==> config.mk <==
export PLATFORM = sky130hd
export DESIGN_NAME = irq_aggregator
export DESIGN_NICKNAME = d
export VERILOG_FILES = /design/src/rtl/irq_agg_pkg.sv /design/src/rtl/irq_sync2.sv /design/src/rtl/irq_src_cell.sv /design/src/rtl/irq_pin_drv.sv /design/src/rtl/irq_aggregator.sv
export SDC_FILE = /design/constraint.sdc
export NUM_CORES = 1
export LEC_CHECK = 0
export ABC_AREA = 1
export BUFFER_PORTS_ARGS = -buffer_cell sky130_fd_sc_hd__buf_4
export CAP_MARGIN = 5
export CELL_PAD_IN_SITES_DETAIL_PLACEMENT = 1
export CELL_PAD_IN_SITES_GLOBAL_PLACEMENT = 2
export CORE_MARGIN = 4
export CORE_UTILIZATION = 30
export DETAILED_ROUTE_END_ITERATION = 6
export GPL_TIMING_DRIVEN = 0
export PLACE_DENSITY_LB_ADDON = 0.1
export SKIP_LAST_GASP = 1
export SYNTH_ARGS = -nofsm -noshare
export SYNTH_HDL_FRONTEND = slang
export SYNTH_SLANG_ARGS = --single-unit
==> constraint.sdc <==
create_clock -name clk -period 1 [get_ports clk]
set_input_delay 0.05 -clock clk [delete_from_list [all_inputs] [get_ports clk]]
set_output_delay 0.05 -clock clk [all_outputs]
set_load 0.01 [all_outputs]
==> src/rtl/irq_agg_pkg.sv <==
package irq_agg_pkg;

    typedef enum logic [1:0] {
        SENSE_RISE  = 2'b00,
        SENSE_FALL  = 2'b01,
        SENSE_LEVEL = 2'b10,
        SENSE_RSVD  = 2'b11
    } sense_e;

    typedef enum logic [1:0] {
        PMODE_HIGH    = 2'b00,
        PMODE_LOW_PP  = 2'b01,
        PMODE_LOW_OD  = 2'b10,
        PMODE_RSVD    = 2'b11
    } pin_mode_e;

    typedef enum logic {
        CELL_IDLE = 1'b0,
        CELL_PEND = 1'b1
    } cell_state_e;

    typedef enum logic {
        PIN_OFF = 1'b0,
        PIN_ON  = 1'b1
    } pin_state_e;

    localparam logic [1:0] REG_STATUS = 2'd0;
    localparam logic [1:0] REG_MASK   = 2'd1;
    localparam logic [1:0] REG_SENSE  = 2'd2;
    localparam logic [1:0] REG_PMODE  = 2'd3;

endpackage

==> src/rtl/irq_sync2.sv <==
module irq_sync2 #(
    parameter int W = 8
) (
    input  logic         clk,
    input  logic         rst_n,
    input  logic [W-1:0] d_i,
    output logic [W-1:0] q_o
);

    logic [W-1:0] meta_q;
    logic [W-1:0] stab_q;

    always_ff @(posedge clk or negedge rst_n) begin
        if (!rst_n) begin
            meta_q <= '0;
            stab_q <= '0;
        end else begin
            meta_q <= d_i;
            stab_q <= meta_q;
        end
    end

    assign q_o = stab_q;

endmodule

==> src/rtl/irq_src_cell.sv <==
module irq_src_cell
    import irq_agg_pkg::*;
(
    input  logic       clk,
    input  logic       rst_n,
    input  logic [1:0] sense,
    input  logic       lvl,
    input  logic       clr,
    output logic       pend
);

    cell_state_e st_q, st_nx;
    logic        prev_q;
    logic        ev_rise, ev_fall, ev, level_mode;

    assign ev_rise    = lvl & ~prev_q;
    assign ev_fall    = ~lvl & prev_q;
    assign level_mode = sense[1];

    always_comb begin
        unique case (sense_e'(sense))
            SENSE_RISE:  ev = ev_rise;
            SENSE_FALL:  ev = ev_fall;
            SENSE_LEVEL: ev = 1'b0;
            SENSE_RSVD:  ev = 1'b0;
        endcase
    end

    // State register
    always_ff @(posedge clk or negedge rst_n) begin
        if (!rst_n) begin
            st_q   <= CELL_IDLE;
            prev_q <= 1'b0;
        end else begin
            st_q   <= st_nx;
            prev_q <= lvl;
        end
    end

    // Next state
    always_comb begin
        st_nx = st_q;
        if (level_mode) begin
            st_nx = lvl ? CELL_PEND : CELL_IDLE;
        end else begin
            unique case (st_q)
                CELL_IDLE: if (ev) st_nx = CELL_PEND;
                CELL_PEND: if (clr && !ev) st_nx = CELL_IDLE;
            endcase
        end
    end

    // Output
    always_comb begin
        pend = (st_q == CELL_PEND);
    end

    // a rising edge in rising mode is always captured
    a_r2_rise_sets: assert property (@(posedge clk) disable iff (!rst_n)
        (sense == 2'b00 && lvl && !prev_q) |=> pend);

    // a falling edge in falling mode is always captured
    a_r3_fall_sets: assert property (@(posedge clk) disable iff (!rst_n)
        (sense == 2'b01 && !lvl && prev_q) |=> pend);

    // a level-mode bit drops once the source is low
    a_r4_level_drops: assert property (@(posedge clk) disable iff (!rst_n)
        (level_mode && !lvl) |=> !pend);

    // an edge-mode bit stays pending while no read clears it
    a_r5_sticky: assert property (@(posedge clk) disable iff (!rst_n)
        (!level_mode && pend && !clr && $stable(sense)) |=> pend);

endmodule

==> src/rtl/irq_pin_drv.sv <==
module irq_pin_drv
    import irq_agg_pkg::*;
(
    input  logic       clk,
    input  logic       rst_n,
    input  logic [1:0] mode,
    input  logic       active,
    output logic       asserted,
    output logic       irq_o,
    output logic       irq_oe
);

    pin_state_e st_q, st_nx;

    always_comb begin
        unique case (st_q)
            PIN_OFF: st_nx = active ? PIN_ON  : PIN_OFF;
            PIN_ON:  st_nx = active ? PIN_ON  : PIN_OFF;
        endcase
    end

    // State register
    always_ff @(posedge clk or negedge rst_n) begin
        if (!rst_n) st_q <= PIN_OFF;
        else        st_q <= st_nx;
    end

    // Outputs
    always_comb begin
        asserted = (st_q == PIN_ON);
        unique case (pin_mode_e'(mode))
            PMODE_HIGH: begin
                irq_o  = asserted;
                irq_oe = 1'b1;
            end
            PMODE_LOW_PP: begin
                irq_o  = ~asserted;
                irq_oe = 1'b1;
            end
            PMODE_LOW_OD, PMODE_RSVD: begin
                irq_o  = 1'b0;
                irq_oe = asserted;
            end
        endcase
    end

    // open-drain never drives high
    a_r7_od_low_only: assert property (@(posedge clk) disable iff (!rst_n)
        mode[1] |-> !irq_o);

    // push-pull modes always drive
    a_r7_pp_driven: assert property (@(posedge clk) disable iff (!rst_n)
        !mode[1] |-> irq_oe);

endmodule

==> src/rtl/irq_aggregator.sv <==
module irq_aggregator
    import irq_agg_pkg::*;
#(
    parameter int NUM_SRC = 8,
    localparam int DATA_W = 2 * NUM_SRC
) (
    input  logic              clk,
    input  logic              rst_n,
    input  logic [NUM_SRC-1:0] src_i,
    input  logic              wr_en,
    input  logic              rd_en,
    input  logic [1:0]        addr,
    input  logic [DATA_W-1:0] wr_data,
    output logic [DATA_W-1:0] rd_data,
    output logic              irq_o,
    output logic              irq_oe
);

    logic [NUM_SRC-1:0] sync_lvl;
    logic [NUM_SRC-1:0] status;
    logic [NUM_SRC-1:0] mask_q;
    logic [DATA_W-1:0]  sense_q;
    logic [1:0]         pmode_q;
    logic               status_rd;
    logic               irq_active;
    logic               pin_asserted;

    irq_sync2 #(.W(NUM_SRC)) u_sync (
        .clk   (clk),
        .rst_n (rst_n),
        .d_i   (src_i),
        .q_o   (sync_lvl)
    );

    assign status_rd = rd_en && (addr == REG_STATUS);

    for (genvar i = 0; i < NUM_SRC; i++) begin : g_cell
        irq_src_cell u_cell (
            .clk   (clk),
            .rst_n (rst_n),
            .sense (sense_q[2*i +: 2]),
            .lvl   (sync_lvl[i]),
            .clr   (status_rd),
            .pend  (status[i])
        );
    end

    // Configuration registers
    always_ff @(posedge clk or negedge rst_n) begin
        if (!rst_n) begin
            mask_q  <= '0;
            sense_q <= '0;
            pmode_q <= '0;
        end else if (wr_en) begin
            unique case (addr)
                REG_STATUS: ;
                REG_MASK:   mask_q  <= wr_data[NUM_SRC-1:0];
                REG_SENSE:  sense_q <= wr_data;
                REG_PMODE:  pmode_q <= wr_data[1:0];
            endcase
        end
    end

    // Read data
    always_ff @(posedge clk or negedge rst_n) begin
        if (!rst_n) begin
            rd_data <= '0;
        end else if (rd_en) begin
            unique case (addr)
                REG_STATUS: rd_data <= DATA_W'(status);
                REG_MASK:   rd_data <= DATA_W'(mask_q);
                REG_SENSE:  rd_data <= sense_q;
                REG_PMODE:  rd_data <= DATA_W'(pmode_q);
            endcase
        end
    end

    assign irq_active = |(status & mask_q);

    irq_pin_drv u_pin (
        .clk      (clk),
        .rst_n    (rst_n),
        .mode     (pmode_q),
        .active   (irq_active),
        .asserted (pin_asserted),
        .irq_o    (irq_o),
        .irq_oe   (irq_oe)
    );

    // pin follows masked status with one cycle of delay
    a_r6_pin_on: assert property (@(posedge clk) disable iff (!rst_n)
        (|(status & mask_q)) |=> pin_asserted);

    a_r6_pin_off: assert property (@(posedge clk) disable iff (!rst_n)
        !(|(status & mask_q)) |=> !pin_asserted);

    // a status-address write alone changes no configuration
    a_r8_status_wr_inert: assert property (@(posedge clk) disable iff (!rst_n)
        (wr_en && addr == REG_STATUS) |=> ($stable(mask_q) && $stable(sense_q) && $stable(pmode_q)));

endmodule

; ---- Word-level counts from Yosys, hierarchy flattened
; Cells that the tools add are included.
[totals]
regBits = 75
input_bits = 30
out_inout_bits = 18
wordCells = 188
[op_classes]
eq_ne = 30
n_mux = 52
bitwise = 42
n_reduce_logical = 41
[ops]
columns = op, n
row1 = $pmux 16 s4, 1
row2 = $eq 2x2->1 const B, 20
row3 = $mux 1, 33
row4 = $pmux 1 s3, 9
row5 = $not 1->1, 25
row6 = $eq 2x1->1 const B, 10
row7 = $logic_not 2->1, 10
row8 = $reduce_or 2->1, 10
row9 = $pmux 1 s2, 9
row10 = $and 1x1->1, 16
row11 = $logic_and 1x1->1, 9
row12 = $and 8x8->8, 1
row13 = $logic_not 1->1, 8
row14 = $reduce_or 8->1, 1
row15 = $reduce_and 2->1, 3

; ---- Longest topological paths before layout
; Gate-level depths: netlist of the first run.
[depth]
depth_word = 8
ltp_mapped = 8
mapped_depth_nobuf = 6

; ---- Modules after synthesis
; A second synthesis of the first run with hierarchy kept.
[hier_totals]
cells_unflattened = 350
area_unflattened_um2 = 3183.1
[by_module_without_submodules]
columns = module, n_inst, cells_each, area_per_inst_um2, seq_area_each_um2
row1 = irq_aggregator, 1, 231, 2011.9, 1051.0
row2 = irq_src_cell, 8, 12, 90.1, 50.0
row3 = irq_sync2, 1, 16, 400.4, 400.4
row4 = irq_pin_drv, 1, 7, 50.0, 25.0

; ---- Worst setup path after synthesis of the first run
; OpenSTA, ideal clock, no wires.
[synth_timing]
kind = reg2reg
start = register g_cell[3].u_cell.st_q
end = register u_pin.st_q, in the netlist u_pin.asserted
setup_ps = 127
arrival_time_ps = 781
t_required_ps = 873
setup_slack_ps = 92
stages_incl_launch_ff = 4
path_buffers = 0
synth_period_minus_slack_ps = 908
cell_sequence = dfrtp_1 -> nand2_1 -> nand4_1 -> or2_2
[synth_via]
elab_chain_cells = 3
[synth_rtl]
columns = item, line_no
row1 = "start, declared", irq_src_cell.sv:12  ; cell_state_e st_q, st_nx;
row2 = "start signal, assigned", irq_src_cell.sv:35  ; st_q <= st_nx;
row3 = $and 8x8->8, irq_aggregator.sv:78  ; assign irq_active = |(status & mask_q);
row4 = $reduce_or 8->1, irq_aggregator.sv:78
row5 = via irq_active, irq_aggregator.sv:25  ; logic irq_active;
row6 = $mux 1, "irq_pin_drv.sv:17, irq_pin_drv.sv:18"
row7 = "end signal, assigned", irq_pin_drv.sv:25  ; else st_q <= st_nx;
row8 = "end, declared", irq_pin_drv.sv:13  ; pin_state_e st_q, st_nx;
; The timed path passes the listed nets, and every way through them passes these cells.
; A chain may end at the register's enable or synchronous reset.

; ---- Worst setup path after layout of the first run
[layout_timing]
start = register pmode_q[0]
end = output irq_o
[layout_via]
elab_chain_cells = 3
word_cells_on_any_way = 6
classes_between = eq/ne (3) / mux (1) / reduce/logical (2)
[layout_rtl]
columns = item, line_no
row1 = "start, declared", irq_aggregator.sv:23  ; logic [1:0] pmode_q;
row2 = "start signal, assigned", irq_aggregator.sv:59  ; REG_PMODE: pmode_q <= wr_data[1:0];
row3 = $eq 2x2->1, irq_pin_drv.sv:31  ; unique case (pin_mode_e'(mode))
row4 = $reduce_or 2->1, irq_pin_drv.sv:31
row5 = $pmux 1 s3 *, irq_pin_drv.sv:31
row6 = "end, declared", irq_aggregator.sv:15  ; output logic irq_o,
; Mark *: on every way between the ends. The rest lies on a longest branch, timed or not.

==> results.yml, run 1 <==
outcome:
  status: "finished with violations"
  violations: "negative hold slack, negative setup slack"
critical_path:
  setup.reg_to_reg.worst_slack_ns: 0.03
  timing.rr.end: "u_pin.asserted"
  r2r.worst_path.cells: 3
  critPathCaptureType: "output port"
  required_ns: 0.95
  crit_path_max_fanout: 4
  setup.worst_path.start_class: "flop"
  critical_path.reg2reg.startpoint: "g_cell[5].u_cell.pend"
  crit_type: "flop to output port"
  cp.arrival_ns: 1.12
clocking:
  cts_made_buffers: 9
  cts.path.max_buffers: 2
  post_cts_hold_buffer_count: 24
  h-tree-depth: 3
  ctsRootBufferMaster: "sky130_fd_sc_hd__clkbuf_8"
  worstSkewPairLatency_ns: 0.35
  tritoncts: "yes"
  clkSlewWorstSetupHoldPaths_ns: 0.07
  cts.sink_count: 75
finish:
  ant_diodes: 0
  design.final.nets: 440
  seqCellArea_um2: 1878
  drive_above_1_share: 0.2313
  final_design_area_no_fill_um2: 4071
  multiInputGateArea_um2: 1040
  layout_commonest_cell: "sky130_fd_sc_hd__nand2_1"
  layout.filler_cells: 1167
  layout_common_cells: "sky130_fd_sc_hd__nand2_1, sky130_fd_sc_hd__dfrtp_1, sky130_fd_sc_hd__buf_4"
  area_growth_pct: 31.85
  layout.core_utilization: 0.4109
power_and_ir_drop:
  p_total_mw: 7.280
  comb_power_share: 0.179
  clock_power_share: 0.313
  powerDensity_nw_per_um2: 1788
  worst_ir_drop_vdd_mv: 0.6040
  p_seq_frac: 0.508
  internal-power_mw: 5.193
  total_switching_power_mw: 2.087
  leakagePower_nw: 2.017
  power.share.switching: 0.2867
synthesis:
  synth_seq_area_share: 0.6078
  netlist_instances: 327
  synthArstFlopShare: 1.000
  synth-main-ff-cell: "sky130_fd_sc_hd__dfrtp_1"
  yosys_warnings: 0
  synth-seq-cells: 75
  ys_types: 26
  synth_top_area_frac: 0.6078
  syn-mean-instance-area_um2: 9.443
  synth_top_area_cell: "sky130_fd_sc_hd__dfrtp_1"
  synthesis.nets: 357
  synth_area_leaders: "sky130_fd_sc_hd__dfrtp_1, sky130_fd_sc_hd__nand2_1, sky130_fd_sc_hd__o21ai_0"
  synth-edff-count: 0
  syn_area_um2: 3088
die:
  floorplan.die.height_um: 109.5
  die_wd_um: 109.5
  die_area_um2: 11980
  start_util: 0.3116
  row_count: 36
  core_region_area_um2: 9910
  ios: 48
routing:
  count_of_vias_placed_by_the_detailed_router: 2485
  drt-pass1-iter-count: 4
  post_drt_via_cell_ratio: 4.535
  routed_wirelength_mm: 8.173
  remaining_drc_errors: 0
  drtIter0Drc: 62
  wl_per_cell_um: 14.91
  drtAntennaViolNets: 0
place:
  placement.cell_area_um2: 3585
  post-dp-hpwl_mm: 5.548
  io_buffer_count: 44
  place_congestion: 0.7640
sta:
  slew_violations: 0
  worstMarginPinSlew_ns: 0.9820
  hold_slack_ns: -0.1516
  timing.final.crit_period_ns: 1.169
  postLayoutSetupSlackWorst_ns: -0.1688
  setup_viol: 2
  timing.clock.skew_ns: 0.009448
  slew_headroom: 0.3453
  timing.final.crit_share: 1.169
  setup-tns-final_ns: -0.2476
  timing_hold_violations_final: 75
  clock.fmax_ghz: 0.8556
  rsz_0062_raised_after_global_routing: "yes"
global_routing:
  grtUsageTotal: 0.1508
  vias_in_the_first_global_route: 2578
  wire_length_of_the_first_global_routing_pass_mm: 13.57
  overflow: 0
  largest_net_degree_at_the_start_of_global_routing: 76
  grt_antenna_before_repair: 0
flow_run:
  cap_viol_max_count: 0
worst_hold_path:
  timing.hold.worst.class: "input pin to async pin"
==> synthesized netlist by cell type (2+ instances only) <==
cell                       instances
sky130_fd_sc_hd__nor2_1           19
sky130_fd_sc_hd__o21ai_0          25
sky130_fd_sc_hd__nand4_1           2
sky130_fd_sc_hd__buf_4             2
sky130_fd_sc_hd__nand2_1         114
sky130_fd_sc_hd__o21ai_1           3
sky130_fd_sc_hd__nand3_1          17
sky130_fd_sc_hd__nand3b_1          5
sky130_fd_sc_hd__buf_2             3
sky130_fd_sc_hd__inv_1            25
sky130_fd_sc_hd__dfrtp_1          75
sky130_fd_sc_hd__o21ai_2           8
sky130_fd_sc_hd__o31ai_1           4
sky130_fd_sc_hd__o21bai_1          3
sky130_fd_sc_hd__a21oi_1           3
sky130_fd_sc_hd__nor2_4            2
sky130_fd_sc_hd__buf_6             4
sky130_fd_sc_hd__a21oi_2           4
sky130_fd_sc_hd__nand2_2           2
==> area by class of cell <==
cell class | count | share of cell area
clock buffers | 15 | 0.04579
well taps | 133 | 0.04087
plain buffers | 10 | 0.01936
multi-input cells | 214 | 0.2554
repair buffers | 72 | 0.1484
flip-flops and latches | 75 | 0.4613
inverters | 28 | 0.02766
clock inverters | 1 | 0.001229
==> power groups by stage <==
| stage | clock (mW) | sequential [mW] | combinational, mW |
|---|---|---|---|
| final | 2.28 | 3.70 | 1.30 |
| after global routing | 2.50 | 3.75 | 1.50 |
| after CTS | 2.38 | 3.69 | 1.31 |
| after detailed placement | 0 | 3.76 | 1.17 |
| after global placement | 0 | 3.74 | 1.15 |
| after floorplan | 0 | 3.69 | 0.669 |
==> per-stage QoR <==
stage / setup WS [ns] / std cells
3_3_place_gp: -0.2235 / 504
6_report: -0.1688 / 548
3_5_place_dp: -0.1998 / 504
5_1_grt: -0.2594 / 548
2_1_floorplan: 0.09179 / 327
4_1_cts: -0.2029 / 547
==> state kept, by name, indices dropped and copies added (netlist names) <==
signal,count
mask_q,8
pmode_q,2
rd_data,16
g_cell.u_cell.prev_q,8
g_cell.u_cell.pend,8
sense_q,16
u_sync.meta_q,8
u_pin.asserted,1
u_sync.q_o,8
==> worst max path at each step <==
stage                                     start             end  slack [ns]  cells past startpoint
after floorplan           g_cell[3].u_cell.pend  u_pin.asserted        0.09                      3
after global placement                    rd_en     rd_data[14]       -0.22                      5
after detailed placement                  rd_en     rd_data[13]       -0.20                      5
after CTS                            pmode_q[1]           irq_o       -0.20                      3
after global routing                 pmode_q[1]           irq_o       -0.26                      3
final                                pmode_q[0]           irq_o       -0.17                      3
==> cells by family (layout without fill, tap and decap cells) <==
kind of cell           after synthesis  in the layout  synth area share
AND/OR/NAND/NOR                    164            164            0.2289
flip-flops                          75             75            0.6078
AO/OA/AOI/OAI                       50             50            0.1013
buffers and inverters               38            126           0.06199
==> worst max-delay path, cell delays in order, from the launching register on <==
cell                       delay, ns
sky130_fd_sc_hd__dfrtp_2        0.45
sky130_fd_sc_hd__o21bai_4       0.15
sky130_fd_sc_hd__a21oi_2        0.04
sky130_fd_sc_hd__buf_4          0.14
==> timing repair <==
item,in CTS,in global routing
gates resized for setup,3,4
hold endpoints to repair,101,75
pin swaps,0,6
setup endpoints to repair,3,4
buffers inserted,3,1
==> metal layers <==
| layer | wire, um | global-route usage | share of wire | vias up |
|---|---|---|---|---|
| li1 | - | - | - | 1209 |
| met1 | 3869 | 0.2030 | 0.47 | 1241 |
| met2 | 3947 | 0.2406 | 0.48 | 27 |
| met3 | 256 | 0.03582 | 0.031 | 8 |
| met4 | 99 | 0.04720 | 0.012 | 0 |
| met5 | 0 | 0 | 0 | - |
Note: power is estimated with default switching activity, not from simulation.
==> run 2: changes to the inputs <==
- CORE_ASPECT_RATIO: not set -> 1.75
==> run 2 against run 1 <==
  * Non-clock buffer count down 4
  * Routed wire length rose by 3.7%
  * Clock power up 65%
  * Highest routed layer unchanged
  * Worst hold slack improved by 0.024 ns
  * Critical endpoint unchanged
  * Worst setup slack better by 0.010 ns
  * Die area is 0.54% higher
  * First-iteration DRC count increased by 79%
  * Flip-flop and latch count unchanged
  * Register-to-register slack gained 0.02 ns
  * The run still ends with negative hold slack, negative setup slack left
  * Utilization is 0.72 points higher
  * Via count is 0.97% lower
  * Clock skew shrank 0.00058 ns
==> results.yml, run 2 (synthesis gave the netlist of run 1 again) <==
clocking:
  clkSlewWorstSetupHoldPaths_ns: 0.06
  cts_made_buffers: 9
  cts.sink_count: 75
  tritoncts: "yes"
  worstSkewPairLatency_ns: 0.33
  cts.path.max_buffers: 2
  ctsRootBufferMaster: "sky130_fd_sc_hd__clkbuf_16"
  h-tree-depth: 3
critical_path:
  slowest_delay_ns: 0.37
  crit_type: "flop to output port"
  worstPathCellList: "o21bai_1, a21oi_1, buf_4"
  setup.worst_path.start_class: "flop"
  critical_path_source: "pmode_q[1]"
  cp.arrival_ns: 1.11
  worst_path_cell_with_the_longest_stage_delay: "sky130_fd_sc_hd__dfrtp_1"
  critPathCaptureType: "output port"
  critical_path.reg2reg.startpoint: "g_cell[5].u_cell.pend"
  crit_path_max_fanout: 2
  required_ns: 0.95
sta:
  rsz_0062_raised_after_global_routing: "yes"
  timing.final.crit_share: 1.158
  timing_hold_violations_final: 75
  slew_headroom: 0.3425
  hold_slack_ns: -0.1277
  slew_violations: 0
  setup_viol: 2
  clock.fmax_ghz: 0.8633
  worstMarginPinSlew_ns: 0.9863
  timing.clock.skew_ns: 0.008866
  postLayoutSetupSlackWorst_ns: -0.1584
  timing.final.crit_period_ns: 1.158
finish:
  ant_diodes: 0
  layout.filler_cells: 1185
  reg_top3: "rd_data x16, sense_q x16"
  layout_commonest_cell: "sky130_fd_sc_hd__nand2_1"
  drive_above_1_share: 0.2311
  layout_common_cells: "sky130_fd_sc_hd__nand2_1, sky130_fd_sc_hd__dfrtp_1, sky130_fd_sc_hd__buf_4"
  final_design_area_no_fill_um2: 4168
  design.final.nets: 436
  area_growth_pct: 34.97
routing:
  wl_met1_mm: 3.268
  remaining_drc_errors: 0
  drtAntennaViolNets: 0
  met3_wirelength_um: 257
  met2WireLength_mm: 4.782
  post_drt_via_cell_ratio: 4.591
  drtIter0Drc: 111
  drt-pass1-iter-count: 4
  routed_wirelength_mm: 8.472
  count_of_vias_placed_by_the_detailed_router: 2461
  wl_per_cell_um: 15.81
  highest_layer: "met4"
global_routing:
  grtUsageTotal: 0.1550
  vias_in_the_first_global_route: 2656
  grt_antenna_before_repair: 0
  overflow: 0
  wire_length_of_the_first_global_routing_pass_mm: 14.21
  largest_net_degree_at_the_start_of_global_routing: 76
outcome:
  status: "finished with violations"
  violations: "negative hold slack, negative setup slack"
flow_run:
  cap_viol_max_count: 0
place:
  post-dp-hpwl_mm: 5.904
  place_congestion: 0.7529
  placement.cell_area_um2: 3575
  io_buffer_count: 44
worst_hold_path:
  timing.hold.worst.class: "input pin to async pin"
die:
  die_area_um2: 12040
  floorplan.die.height_um: 142.2
  die_wd_um: 84.70
  start_util: 0.3097
  ios: 48
  core_region_area_um2: 9970
  row_count: 48
power_and_ir_drop:
  leakagePower_nw: 2.061
  worst_ir_drop_vdd_mv: 1.554
  powerDensity_nw_per_um2: 2100
run 2: cell types whose count changed in the layout (fill, tap and decap cells not counted), sizes merged:
cell,delta
bufinv,+3
clkbuf,-3
dlygate4sd3,-4
clkinv,-2
clkinvlp,+2
run 2: power by group:
group	switching (mW)	internal (mW)	total, mW
Clock	1.25	2.51	3.76
Combinational	0.714	0.603	1.32
Sequential	0.270	3.41	3.68
run 2: metal layers:
| layer | vias up | GRT usage |
|---|---|---|
| met4 | 0 | 0.06005 |
| li1 | 1195 | - |
| met2 | 37 | 0.2834 |
| met3 | 11 | 0.03244 |
| met5 | - | 0 |
| met1 | 1218 | 0.1742 |
run 2: critical path, delay by kind of cell (launching register included):
kind | cells | cell delay (ns)
DFF | 1 | 0.37
AOI/OAI and AO/OA | 2 | 0.27
buffers and inverters | 1 | 0.14
run 2: stage by stage:
step                      setup TNS (ns)  utilization  power [mW]  std cells  setup slack (ns)
after floorplan                        0            -       4.357        327           0.09179
after global placement            -5.643       0.3586       4.902        496           -0.2876
after detailed placement          -5.933       0.3586       4.942        496           -0.2924
after CTS                        -0.2499       0.4160       8.904        535           -0.1808
after global routing             -0.3115       0.4180       9.240        536           -0.2183
final                            -0.2112       0.4180       8.752        536           -0.1584
run 2: final timing paths:
kind,end,slack (ns),depth (start not counted)
worst max register to register,u_pin.asserted,0.05,3
worst min-delay path,u_sync.meta_q[1],-0.13,1
worst max-delay path,irq_o,-0.16,3
worst min register to register,u_sync.q_o[4],0.35,0
min in group clk,sense_q[6],0.01,3
max in group asynchronous,g_cell[4].u_cell.prev_q,0.48,1
run 2: what timing repair did:
item | in CTS | in global routing
hold buffers | 19 | 1
gates cloned | 0 | 0
hold endpoints to repair | 94 | 65
gates resized for setup | 3 | 3
endpoints found under the setup margin | 3 | 6
pin swaps | 0 | 5
setup buffers | 4 | 0
run 2: area by class of cell:
type / count / area, um^2 / area share
Sequential cell: 75 / 1877 / 0.4503
Multi-Input combinational cell: 214 / 1027 / 0.2465
Timing Repair Buffer: 68 / 568.0 / 0.1363
Clock buffer: 12 / 246.5 / 0.05914
Tap cell: 125 / 156.4 / 0.03753
Inverter: 28 / 116.4 / 0.02792
Clock inverter: 4 / 97.59 / 0.02342
Buffer: 10 / 78.83 / 0.01891
==> run 3: changes to the inputs <==
==> constraint.sdc (replaced) <==
create_clock -name clk -period 1 [get_ports clk]
set_input_delay 0.2 -clock clk [delete_from_list [all_inputs] [get_ports clk]]
set_output_delay 0.2 -clock clk [all_outputs]
set_load 0.01 [all_outputs]
==> run 3 against run 2 <==
  * Count of clock-buffer cells in the layout unchanged
  * Largest cell class unchanged
  * Utilization down 0.15 points
  * The flow finishes with violations (negative setup slack)
  * Sequential power about the same
  * Worst setup slack worse by 0.15 ns
  * Via count down 1.5%
  * Flip-flop and latch count unchanged
  * Clock skew down 0.0040 ns
  * Critical endpoint unchanged
==> results.yml, run 3 (synthesis gave the netlist of run 1 again) <==
outcome:
  status: "finished with violations"
  violations: "negative setup slack"
clocking:
  clkSlewWorstSetupHoldPaths_ns: 0.06
  tritoncts: "yes"
  h-tree-depth: 3
  cts.path.max_buffers: 2
  worstSkewPairLatency_ns: 0.33
  cts.sink_count: 75
  cts_made_buffers: 9
  ctsRootBufferMaster: "sky130_fd_sc_hd__clkbuf_16"
routing:
  routed_wirelength_mm: 8.488
  wl_per_cell_um: 15.98
  post_drt_via_cell_ratio: 4.567
  remaining_drc_errors: 0
  drtAntennaViolNets: 0
  count_of_vias_placed_by_the_detailed_router: 2425
  drtIter0Drc: 60
  drt-pass1-iter-count: 4
die:
  core_region_area_um2: 9970
  ios: 48
  die_area_um2: 12040
  floorplan.die.height_um: 142.2
  die_wd_um: 84.70
  row_count: 48
  start_util: 0.3097
place:
  io_buffer_count: 44
  post-dp-hpwl_mm: 5.942
  place_congestion: 0.7552
  placement.cell_area_um2: 3585
  place_worst_setup_slack_ns: -0.4681
global_routing:
  wire_length_of_the_first_global_routing_pass_mm: 14.10
  grtUsageTotal: 0.1551
  vias_in_the_first_global_route: 2702
  grt_antenna_before_repair: 0
  largest_net_degree_at_the_start_of_global_routing: 76
  overflow: 0
sta:
  hold_slack_ns: 0.004494
  setup_viol: 18
  timing.final.crit_period_ns: 1.305
  timing.clock.skew_ns: 0.004851
  clock.fmax_ghz: 0.7665
  slew_headroom: 0.3320
  rsz_0062_raised_after_global_routing: "yes"
  timing_hold_violations_final: 0
  slew_violations: 0
  worstMarginPinSlew_ns: 1.002
  timing.final.crit_share: 1.305
  postLayoutSetupSlackWorst_ns: -0.3046
finish:
  multiInputGateArea_um2: 1030
  layout.core_utilization: 0.4165
  final_design_area_no_fill_um2: 4153
  reg_top3: "rd_data x16, sense_q x16"
  drive_above_1_share: 0.2537
  design.final.nets: 431
  layout_common_cells: "sky130_fd_sc_hd__nand2_1, sky130_fd_sc_hd__dfrtp_1, sky130_fd_sc_hd__buf_4"
  layout.filler_cells: 1192
  area_growth_pct: 34.48
  layout_commonest_cell: "sky130_fd_sc_hd__nand2_1"
  ant_diodes: 0
  seqCellArea_um2: 1877
critical_path:
  crit_path_max_fanout: 2
  required_ns: 0.80
  r2r.worst_path.cells: 3
  cp.arrival_ns: 1.10
  timing.rr.end: "u_pin.asserted"
  worst_path_cell_with_the_longest_stage_delay: "sky130_fd_sc_hd__dfrtp_1"
  worstPathCellList: "o21bai_1, a21oi_1, buf_4"
  crit_type: "flop to output port"
  setup.worst_path.start_class: "flop"
  slowest_delay_ns: 0.37
  critical_path.reg2reg.startpoint: "g_cell[5].u_cell.pend"
  critPathCaptureType: "output port"
  setup.reg_to_reg.worst_slack_ns: 0.03
power_and_ir_drop:
  total_switching_power_mw: 2.236
  worst_ir_drop_vdd_mv: 1.039
  comb_power_share: 0.158
  internal-power_mw: 6.375
  p_seq_frac: 0.429
  clock_power_share: 0.413
  leakagePower_nw: 2.072
  powerDensity_nw_per_um2: 2073
  power.share.switching: 0.2596
worst_hold_path:
  timing.hold.worst.class: "input pin to async pin"
flow_run:
  cap_viol_max_count: 0
## run 3: changes by cell type in the layout (fill, tap and decap cells not counted), moves of 2 or more
cell	before	now
sky130_fd_sc_hd__clkbuf_1	3	1
sky130_fd_sc_hd__buf_4	48	39
sky130_fd_sc_hd__buf_6	6	21
sky130_fd_sc_hd__dlygate4sd3_1	20	8
sky130_fd_sc_hd__clkinv_2	0	2
## run 3: metal layers
layer | routed length, um | vias up | GRT usage
met1 | 3388 | 1185 | 0.1694
met3 | 243 | 12 | 0.03882
met4 | 169 | 0 | 0.06339
met2 | 4687 | 43 | 0.2829
met5 | 0 | - | 0
li1 | - | 1185 | -
## run 3: worst max path at each step
stage,start,end,slack (ns),depth (start not counted)
2_1_floorplan,rd_en,rd_data[10],0.01,5
3_3_place_gp,rd_en,rd_data[14],-0.44,5
3_5_place_dp,rd_en,rd_data[12],-0.47,5
4_1_cts,pmode_q[1],irq_o,-0.32,3
5_1_grt,pmode_q[1],irq_o,-0.37,3
6_report,pmode_q[1],irq_o,-0.30,3
## run 3: through the flow
step / cells / total power, mW / setup TNS, ns
3_5_place_dp: 496 / 4.948 / -19.22
3_3_place_gp: 496 / 4.903 / -17.37
2_1_floorplan: 327 / 4.361 / 0
4_1_cts: 526 / 8.734 / -1.593
6_report: 531 / 8.610 / -1.292
5_1_grt: 531 / 9.117 / -1.975
## run 3: critical path, delay by kind of cell, from the launching register on
kind | cells | cell delay [ns]
flip-flops | 1 | 0.37
AO/OA/AOI/OAI | 2 | 0.26
buffers and inverters | 1 | 0.14
## run 3: power groups by stage
stage	sequential (mW)	clock (mW)	combinational [mW]
global placement	3.73	0	1.17
finish	3.70	3.56	1.36
floorplan	3.69	0	0.673
CTS	3.70	3.67	1.36
detailed placement	3.75	0	1.20
global route	3.75	3.82	1.55
## run 3: repair_timing
action                                 4_1_cts  5_1_grt
endpoints found under the hold margin        8        0
hold buffers                                 8        0
resized for setup                           20        3
pin swaps                                    0        2
setup buffers                                6        5
gates cloned                                 0        0
setup endpoints to repair                   29       31
## run 3: cell type report
type | count | area share
clock buffers | 12 | 0.06177
well taps | 125 | 0.03766
repair buffers | 63 | 0.1341
inverters | 28 | 0.02802
plain buffers | 10 | 0.02109
flip-flops and latches | 75 | 0.4519
clock inverters | 4 | 0.01748
multi-input cells | 214 | 0.2480
